===== config.mk =====
export PLATFORM = sky130hd
export DESIGN_NAME = kbd_disp_port
export DESIGN_NICKNAME = d
export VERILOG_FILES = /design/src/rtl/kdp_pkg.sv /design/src/rtl/kdp_sync.sv /design/src/rtl/kdp_key_side.sv /design/src/rtl/kdp_dsp_side.sv /design/src/rtl/kbd_disp_port.sv
export SDC_FILE = /design/constraint.sdc
export NUM_CORES = 1
export LEC_CHECK = 0
export ABC_CLOCK_PERIOD_IN_PS = 2000
export BUFFER_PORTS_ARGS = -buffer_cell sky130_fd_sc_hd__buf_4
export CORE_UTILIZATION = 35
export CTS_CLUSTER_SIZE = 16
export DETAILED_ROUTE_END_ITERATION = 8
export PLACE_DENSITY = 0.66
export SLEW_MARGIN = 40
export SYNTH_ARGS = -nofsm -noshare
export SYNTH_HDL_FRONTEND = slang
export SYNTH_SLANG_ARGS = --single-unit

===== constraint.sdc =====
create_clock -name clk -period 2 [get_ports clk]
set_input_delay 0.1 -clock clk [delete_from_list [all_inputs] [get_ports clk]]
set_output_delay 0.1 -clock clk [all_outputs]
set_load 0.03 [all_outputs]

===== src/rtl/kdp_pkg.sv =====
// Shared definitions for the keyboard/display handshake port.
// Assumes a byte-wide bus whose top bit is used as a status bit.
package kdp_pkg;
    localparam int KDP_ADDR_W = 2;

    // Register offsets; software depends on this numbering.
    typedef enum logic [KDP_ADDR_W-1:0] {
        OFS_KEY_DATA  = 2'd0,
        OFS_KEY_STAT  = 2'd1,
        OFS_DSP_DATA  = 2'd2,
        OFS_DSP_CTRL  = 2'd3
    } kdp_ofs_e;
endpackage


===== src/rtl/kdp_sync.sv =====
// Multi-flop synchronizer for single-bit asynchronous inputs.
// Assumes each input is a level that stays stable for longer than STAGES clocks.
module kdp_sync #(
    parameter int STAGES = 2,
    parameter int WIDTH  = 1
) (
    input  logic             clk,
    input  logic             rst_n,
    input  logic [WIDTH-1:0] async_in,
    output logic [WIDTH-1:0] sync_out
);
    logic [WIDTH-1:0] stage_q [STAGES];

    // Shift the asynchronous level through the flop chain.
    always_ff @(posedge clk) begin
        if (!rst_n) begin
            for (int i = 0; i < STAGES; i++) stage_q[i] <= '0;
        end else begin
            stage_q[0] <= async_in;
            for (int i = 1; i < STAGES; i++) stage_q[i] <= stage_q[i-1];
        end
    end

    assign sync_out = stage_q[STAGES-1];
endmodule


===== src/rtl/kdp_key_side.sv =====
// Keyboard half: detects the rising edge of the synchronized strobe, latches
// the key code and keeps a sticky ready flag that a data read clears.
// Assumes the code input is stable while the synchronized edge is detected.
module kdp_key_side #(
    parameter int CODE_W = 7
) (
    input  logic              clk,
    input  logic              rst_n,
    input  logic              strobe_s,
    input  logic [CODE_W-1:0] code_in,
    input  logic              rd_clr,
    output logic              key_flag,
    output logic [CODE_W-1:0] key_code
);
    logic strobe_prev_q;
    logic strobe_rise;

    // Remember the previous synchronized strobe level for edge detection.
    always_ff @(posedge clk) begin
        if (!rst_n) strobe_prev_q <= 1'b0;
        else        strobe_prev_q <= strobe_s;
    end

    assign strobe_rise = strobe_s & ~strobe_prev_q;

    // Set on a new edge (which wins over a clear), clear on a data read.
    always_ff @(posedge clk) begin
        if (!rst_n)           key_flag <= 1'b0;
        else if (strobe_rise) key_flag <= 1'b1;
        else if (rd_clr)      key_flag <= 1'b0;
    end

    // Capture the code on the same edge that raises the flag.
    always_ff @(posedge clk) begin
        if (!rst_n)           key_code <= '0;
        else if (strobe_rise) key_code <= code_in;
    end

    AST_FLAG_SET_ON_EDGE: assert property (@(posedge clk) disable iff (!rst_n)
        strobe_rise |=> key_flag);
    AST_FLAG_CLR_ON_READ: assert property (@(posedge clk) disable iff (!rst_n)
        (rd_clr && !strobe_rise) |=> !key_flag);
    AST_CODE_HELD: assert property (@(posedge clk) disable iff (!rst_n)
        !strobe_rise |=> $stable(key_code));
    AST_EDGE_BEATS_CLEAR: assert property (@(posedge clk) disable iff (!rst_n)
        (strobe_rise && rd_clr) |=> (key_flag && key_code == $past(code_in)));
    AST_NO_RESET_WHILE_HELD: assert property (@(posedge clk) disable iff (!rst_n)
        (strobe_s && strobe_prev_q && !key_flag) |=> !key_flag);
endmodule


===== src/rtl/kdp_dsp_side.sv =====
// Display half: holds the last written character and pulses a write strobe
// for one cycle after each write.
// Assumes the display samples its data while the write strobe is high.
module kdp_dsp_side #(
    parameter int CODE_W = 7
) (
    input  logic              clk,
    input  logic              rst_n,
    input  logic              wr_hit,
    input  logic [CODE_W-1:0] wr_char,
    output logic [CODE_W-1:0] char_q,
    output logic              char_stb
);
    // Load the character on a display write.
    always_ff @(posedge clk) begin
        if (!rst_n)      char_q <= '0;
        else if (wr_hit) char_q <= wr_char;
    end

    // Produce a one-cycle strobe that follows each write.
    always_ff @(posedge clk) begin
        if (!rst_n) char_stb <= 1'b0;
        else        char_stb <= wr_hit;
    end

    AST_STB_AFTER_WRITE: assert property (@(posedge clk) disable iff (!rst_n)
        wr_hit |=> (char_stb && char_q == $past(wr_char)));
    AST_STB_ONE_CYCLE: assert property (@(posedge clk) disable iff (!rst_n)
        !wr_hit |=> !char_stb);
    AST_CHAR_HELD: assert property (@(posedge clk) disable iff (!rst_n)
        !wr_hit |=> $stable(char_q));
endmodule


===== src/rtl/kbd_disp_port.sv =====
// Top of the keyboard/display handshake port: four-register bus decode,
// input synchronizers and the two peripheral halves.
// Assumes a single-cycle bus: read data is valid in the cycle the offset is
// presented, and side effects take place on the clock edge that ends it.
module kbd_disp_port
    import kdp_pkg::*;
#(
    parameter int CODE_W      = 7,
    parameter int SYNC_STAGES = 2
) (
    input  logic                  clk,
    input  logic                  rst_n,
    input  logic [KDP_ADDR_W-1:0] bus_addr,
    input  logic                  bus_rd_en,
    input  logic                  bus_wr_en,
    input  logic [CODE_W:0]       bus_wdata,
    output logic [CODE_W:0]       bus_rdata,
    input  logic [CODE_W-1:0]     kbd_code,
    input  logic                  kbd_strobe,
    input  logic                  disp_ready,
    output logic [CODE_W-1:0]     disp_data,
    output logic                  disp_wr_strobe
);
    localparam int DATA_W = CODE_W + 1;

    logic              strobe_s;
    logic              ready_s;
    logic              key_flag;
    logic [CODE_W-1:0] key_code;
    logic              key_rd_clr;
    logic              dsp_wr_hit;
    logic              unused_wtop;

    assign unused_wtop = bus_wdata[DATA_W-1];

    kdp_sync #(.STAGES(SYNC_STAGES), .WIDTH(1)) u_sync_strobe (
        .clk(clk), .rst_n(rst_n), .async_in(kbd_strobe), .sync_out(strobe_s)
    );

    kdp_sync #(.STAGES(SYNC_STAGES), .WIDTH(1)) u_sync_ready (
        .clk(clk), .rst_n(rst_n), .async_in(disp_ready), .sync_out(ready_s)
    );

    // Bus strobes that reach the two halves.
    assign key_rd_clr = bus_rd_en && (bus_addr == OFS_KEY_DATA);
    assign dsp_wr_hit = bus_wr_en && (bus_addr == OFS_DSP_DATA);

    kdp_key_side #(.CODE_W(CODE_W)) u_key (
        .clk(clk), .rst_n(rst_n), .strobe_s(strobe_s), .code_in(kbd_code),
        .rd_clr(key_rd_clr), .key_flag(key_flag), .key_code(key_code)
    );

    kdp_dsp_side #(.CODE_W(CODE_W)) u_dsp (
        .clk(clk), .rst_n(rst_n), .wr_hit(dsp_wr_hit),
        .wr_char(bus_wdata[CODE_W-1:0]),
        .char_q(disp_data), .char_stb(disp_wr_strobe)
    );

    // Read multiplexer selected by the register offset.
    always_comb begin
        unique case (bus_addr)
            OFS_KEY_DATA: bus_rdata = {1'b1, key_code};
            OFS_KEY_STAT: bus_rdata = {key_flag, {CODE_W{1'b0}}};
            OFS_DSP_DATA: bus_rdata = {ready_s, disp_data};
            default:      bus_rdata = '0;
        endcase
    end

    AST_KEY_TOP_BIT: assert property (@(posedge clk) disable iff (!rst_n)
        (bus_addr == OFS_KEY_DATA) |-> bus_rdata[DATA_W-1]);
    AST_READY_TRACKS: assert property (@(posedge clk) disable iff (!rst_n)
        (bus_addr == OFS_DSP_DATA && $past(ready_s) == ready_s)
        |-> bus_rdata[DATA_W-1] == ready_s);
    AST_FOREIGN_WRITE_NO_STB: assert property (@(posedge clk) disable iff (!rst_n)
        (bus_wr_en && bus_addr != OFS_DSP_DATA) |=> !disp_wr_strobe);
endmodule


==> results.py <==
metrics = {
    "outcome": {
        "status": "finished clean",
    },
    "clock_network": {
        "clk_pin_slew_ns": 0.11,
        "post_cts_buffers": 0,
        "cts_tree": "yes",
        "htree_levels": 1,
        "clk_latency_ns": 0.29,
        "cts_buffers": 3,
        "cts_sinks": 21,
        "cts_resized": 0,
        "cts_root_buffer": "clkbuf_4",
        "clk_path_buf_depth": 2,
    },
    "drt": {
        "drc": 0,
        "drt_wl_total_mm": 1.87,
        "vias": 771,
        "routed_via_density": 4.73,
        "drt-pass1-iter-count": 4,
        "drt_iter0_drc": 3,
        "route.detailed.wl_per_inst_um": 11.5,
        "antenna_left": 0,
    },
    "global_route": {
        "grt_pass1_wl_mm": 3.02,
        "antenna_found_initial": 0,
        "grt_overflow": 0,
        "grt_usage_pct": 14.9,
        "grt_start_max_net_pins": 22,
        "grt_pass1_vias": 710,
    },
    "place": {
        "dpl-instance-area_um2": 1150,
        "preCtsSetupSlack_ns": 0.786,
        "dpl.hpwl_mm": 1.44,
        "gp_congestion": 0.740,
        "port_buffers": 37,
    },
    "setup_path": {
        "cp.arrival_ns": 1.43,
        "slowest_delay_ns": 0.47,
        "reg2reg_to": "u_key.key_flag",
        "cp_num_cells": 3,
        "crit_family": "simple AND/OR/NAND/NOR gates",
        "cp-startpoint": "u_sync_strobe.stage_q[0][1]",
        "cp_cell_sequence": "nor2b_1 > o21ai_0 > a21oi_1",
        "required_ns": 2.23,
        "crit_end": "u_key.key_flag",
        "reg2reg_depth": 3,
        "slowest_stage": "nor2b_1",
        "start_kind": "flop",
        "critPathMaxFanout": 9,
        "criticalPathCategory": "reg2reg",
        "worst-path-buf-inv": 0,
        "r2r-start": "u_sync_strobe.stage_q[0][1]",
        "r2r_slack_ns": 0.80,
        "worst_setup_path_end_kind": "flop",
    },
    "worst_hold_path": {
        "min_from": "kbd_strobe",
        "hold_path_class": "in2reg",
    },
    "logic_synthesis": {
        "ys_top_cells_by_area": "dfxtp_1 (48%), nand2_1 (8.9%), mux2i_1 (7.9%)",
        "yosysTopAreaCell": "dfxtp_1",
        "synth_area_um2": 883,
        "yosysTopAreaCellShare_pct": 47.6,
        "synth_nets": 122,
        "synth_cells": 99,
        "yosys_register_bits": 21,
        "ys.warnings.count": 0,
        "seq_area_frac_synth_pct": 47.6,
        "postSynthAreaPerCell_um2": 8.92,
        "synth_cell_types": 17,
    },
    "sta": {
        "setup_ws_ns": 0.798,
        "drv_slew": 0,
        "relSlewSlack_pct": 64.0,
        "fmax_mhz": 832,
        "setup_violations": 0,
        "rsz0062_at_grt": "false",
        "finalCritPeriodShare_pct": 60.1,
        "finalHoldViolCount": 0,
        "tns_ns": 0,
        "min_period_ns": 1.20,
        "finalClockSkew_ns": 0.00623,
        "worst_pin_slew_ns": 0.539,
        "whs_ns": 0.0126,
    },
    "floorplanning": {
        "start_util_pct": 38.5,
        "dieArea_um2": 2730,
        "rows": 17,
        "ioPinCount": 39,
        "die_y_um": 52.2,
        "coreArea_um2": 2300,
        "die_w_um": 52.2,
    },
    "final_layout": {
        "area_delta_synth_final_pct": 34.8,
        "drive_gt1_share_pct": 37.8,
        "final.fill_count": 238,
        "fin_nets": 159,
        "diodes": 0,
        "stdcell_area_um2": 1190,
    },
    "power": {
        "ir_worst_vdd_uv": 427,
        "leakagePower_nw": 0.545,
        "powerDensity_nw_per_um2": 641,
        "power_mw": 0.764,
    },
    "flow_run": {
        "maxCapViolations": 0,
    },
}
## cell type report
cell class	instances	area [um2]	share of cell area, %
sequential	21	420	35.3
timing repair buffer	38	288	24.2
clock inverter	1	5.00	0.420
clock buffer	3	22.5	1.89
inverter	1	3.75	0.315
multi-input combinational	71	417	35.0
tap	28	35.0	2.94
## state kept, by name (all words and copies together), names as in the netlist
name / flops
u_dsp.char_q: 7
u_dsp.char_stb: 1
u_key.key_code: 7
u_key.key_flag: 1
u_key.strobe_prev_q: 1
u_sync_ready.stage_q: 2
u_sync_strobe.stage_q: 2
## how the worst min path moves through the flow
stage | endpoint | slack (ns) | depth (start not counted)
6_report | u_sync_strobe.stage_q[0][0] | 0.01 | 2
3_5_place_dp | u_key.key_flag | 0.30 | 2
5_1_grt | u_sync_strobe.stage_q[0][0] | 0.003 | 2
4_1_cts | u_sync_strobe.stage_q[0][0] | 0.001 | 2
3_3_place_gp | u_key.key_flag | 0.28 | 2
2_1_floorplan | u_key.key_flag | 0.19 | 1
## cells in the mapped netlist
master	instances
dfxtp_1	21
nand2_1	21
a21oi_1	9
nor2_1	8
mux2i_1	7
o21ai_2	7
and2_1	5
nand3_1	5
buf_2	4
buf_6	2
nand2b_1	2
nand3_2	2
nor2b_1	2
inv_1	1
nand3b_4	1
nor3_1	1
o21ai_0	1
## placed cells by master (no fill, tap or decap), types with 2 or more instances in the layout
master | netlist | final
buf_4 | 0 | 37
nand2_1 | 21 | 21
dfxtp_1 | 21 | 21
a21oi_1 | 9 | 9
nor2_1 | 8 | 8
mux2i_1 | 7 | 7
o21ai_2 | 7 | 7
and2_1 | 5 | 5
nand3_1 | 5 | 5
clkbuf_4 | 0 | 3
nand2b_1 | 2 | 2
nor2b_1 | 2 | 2
nand3_2 | 2 | 2
## stage by stage
stage	instances	utilization, %
5_1_grt	163	51.9
6_report	163	51.9
3_5_place_dp	158	50.2
2_1_floorplan	99	-
3_3_place_gp	158	50.2
4_1_cts	163	51.9
## per-layer routing
metal | wire length (um) | GRT usage, % | vias up | share of wire, %
li1 | - | - | 399 | -
met5 | 0 | 0 | - | 0
met1 | 858 | 18.7 | 344 | 46
met3 | 113 | 2.61 | 0 | 6.1
met2 | 894 | 26.7 | 28 | 48
met4 | 0 | 2.63 | 0 | 0
## repair_timing
action | in CTS | in global routing
endpoints found under the setup margin | 0 | 0
endpoints found under the hold margin | 1 | 0
hold buffers | 1 | 0
## worst register-to-register path: cells and delay by family, from the launching register on
| kind | cells | cell delay [ns] |
|---|---|---|
| AND/OR/NAND/NOR | 1 | 0.47 |
| AO/OA/AOI/OAI | 2 | 0.31 |
| flip-flops | 1 | 0.36 |
## cells by family (layout without fill, tap and decap cells)
kind of cell / after synthesis / in the layout / share of synthesized area, %
DFF: 21 / 21 / 47.6
and+or+nand+nor: 47 / 47 / 26.6
muxes: 7 / 7 / 7.93
AOI/OAI and AO/OA: 17 / 17 / 12.6
buffers and inverters: 7 / 43 / 5.24
## report_power, final
group          internal, mW  switching [mW]  total [mW]
sequential            0.434         0.00852       0.442
clock                0.0743           0.123       0.197
combinational        0.0585          0.0656       0.124
(Power assumes the default switching activity.)
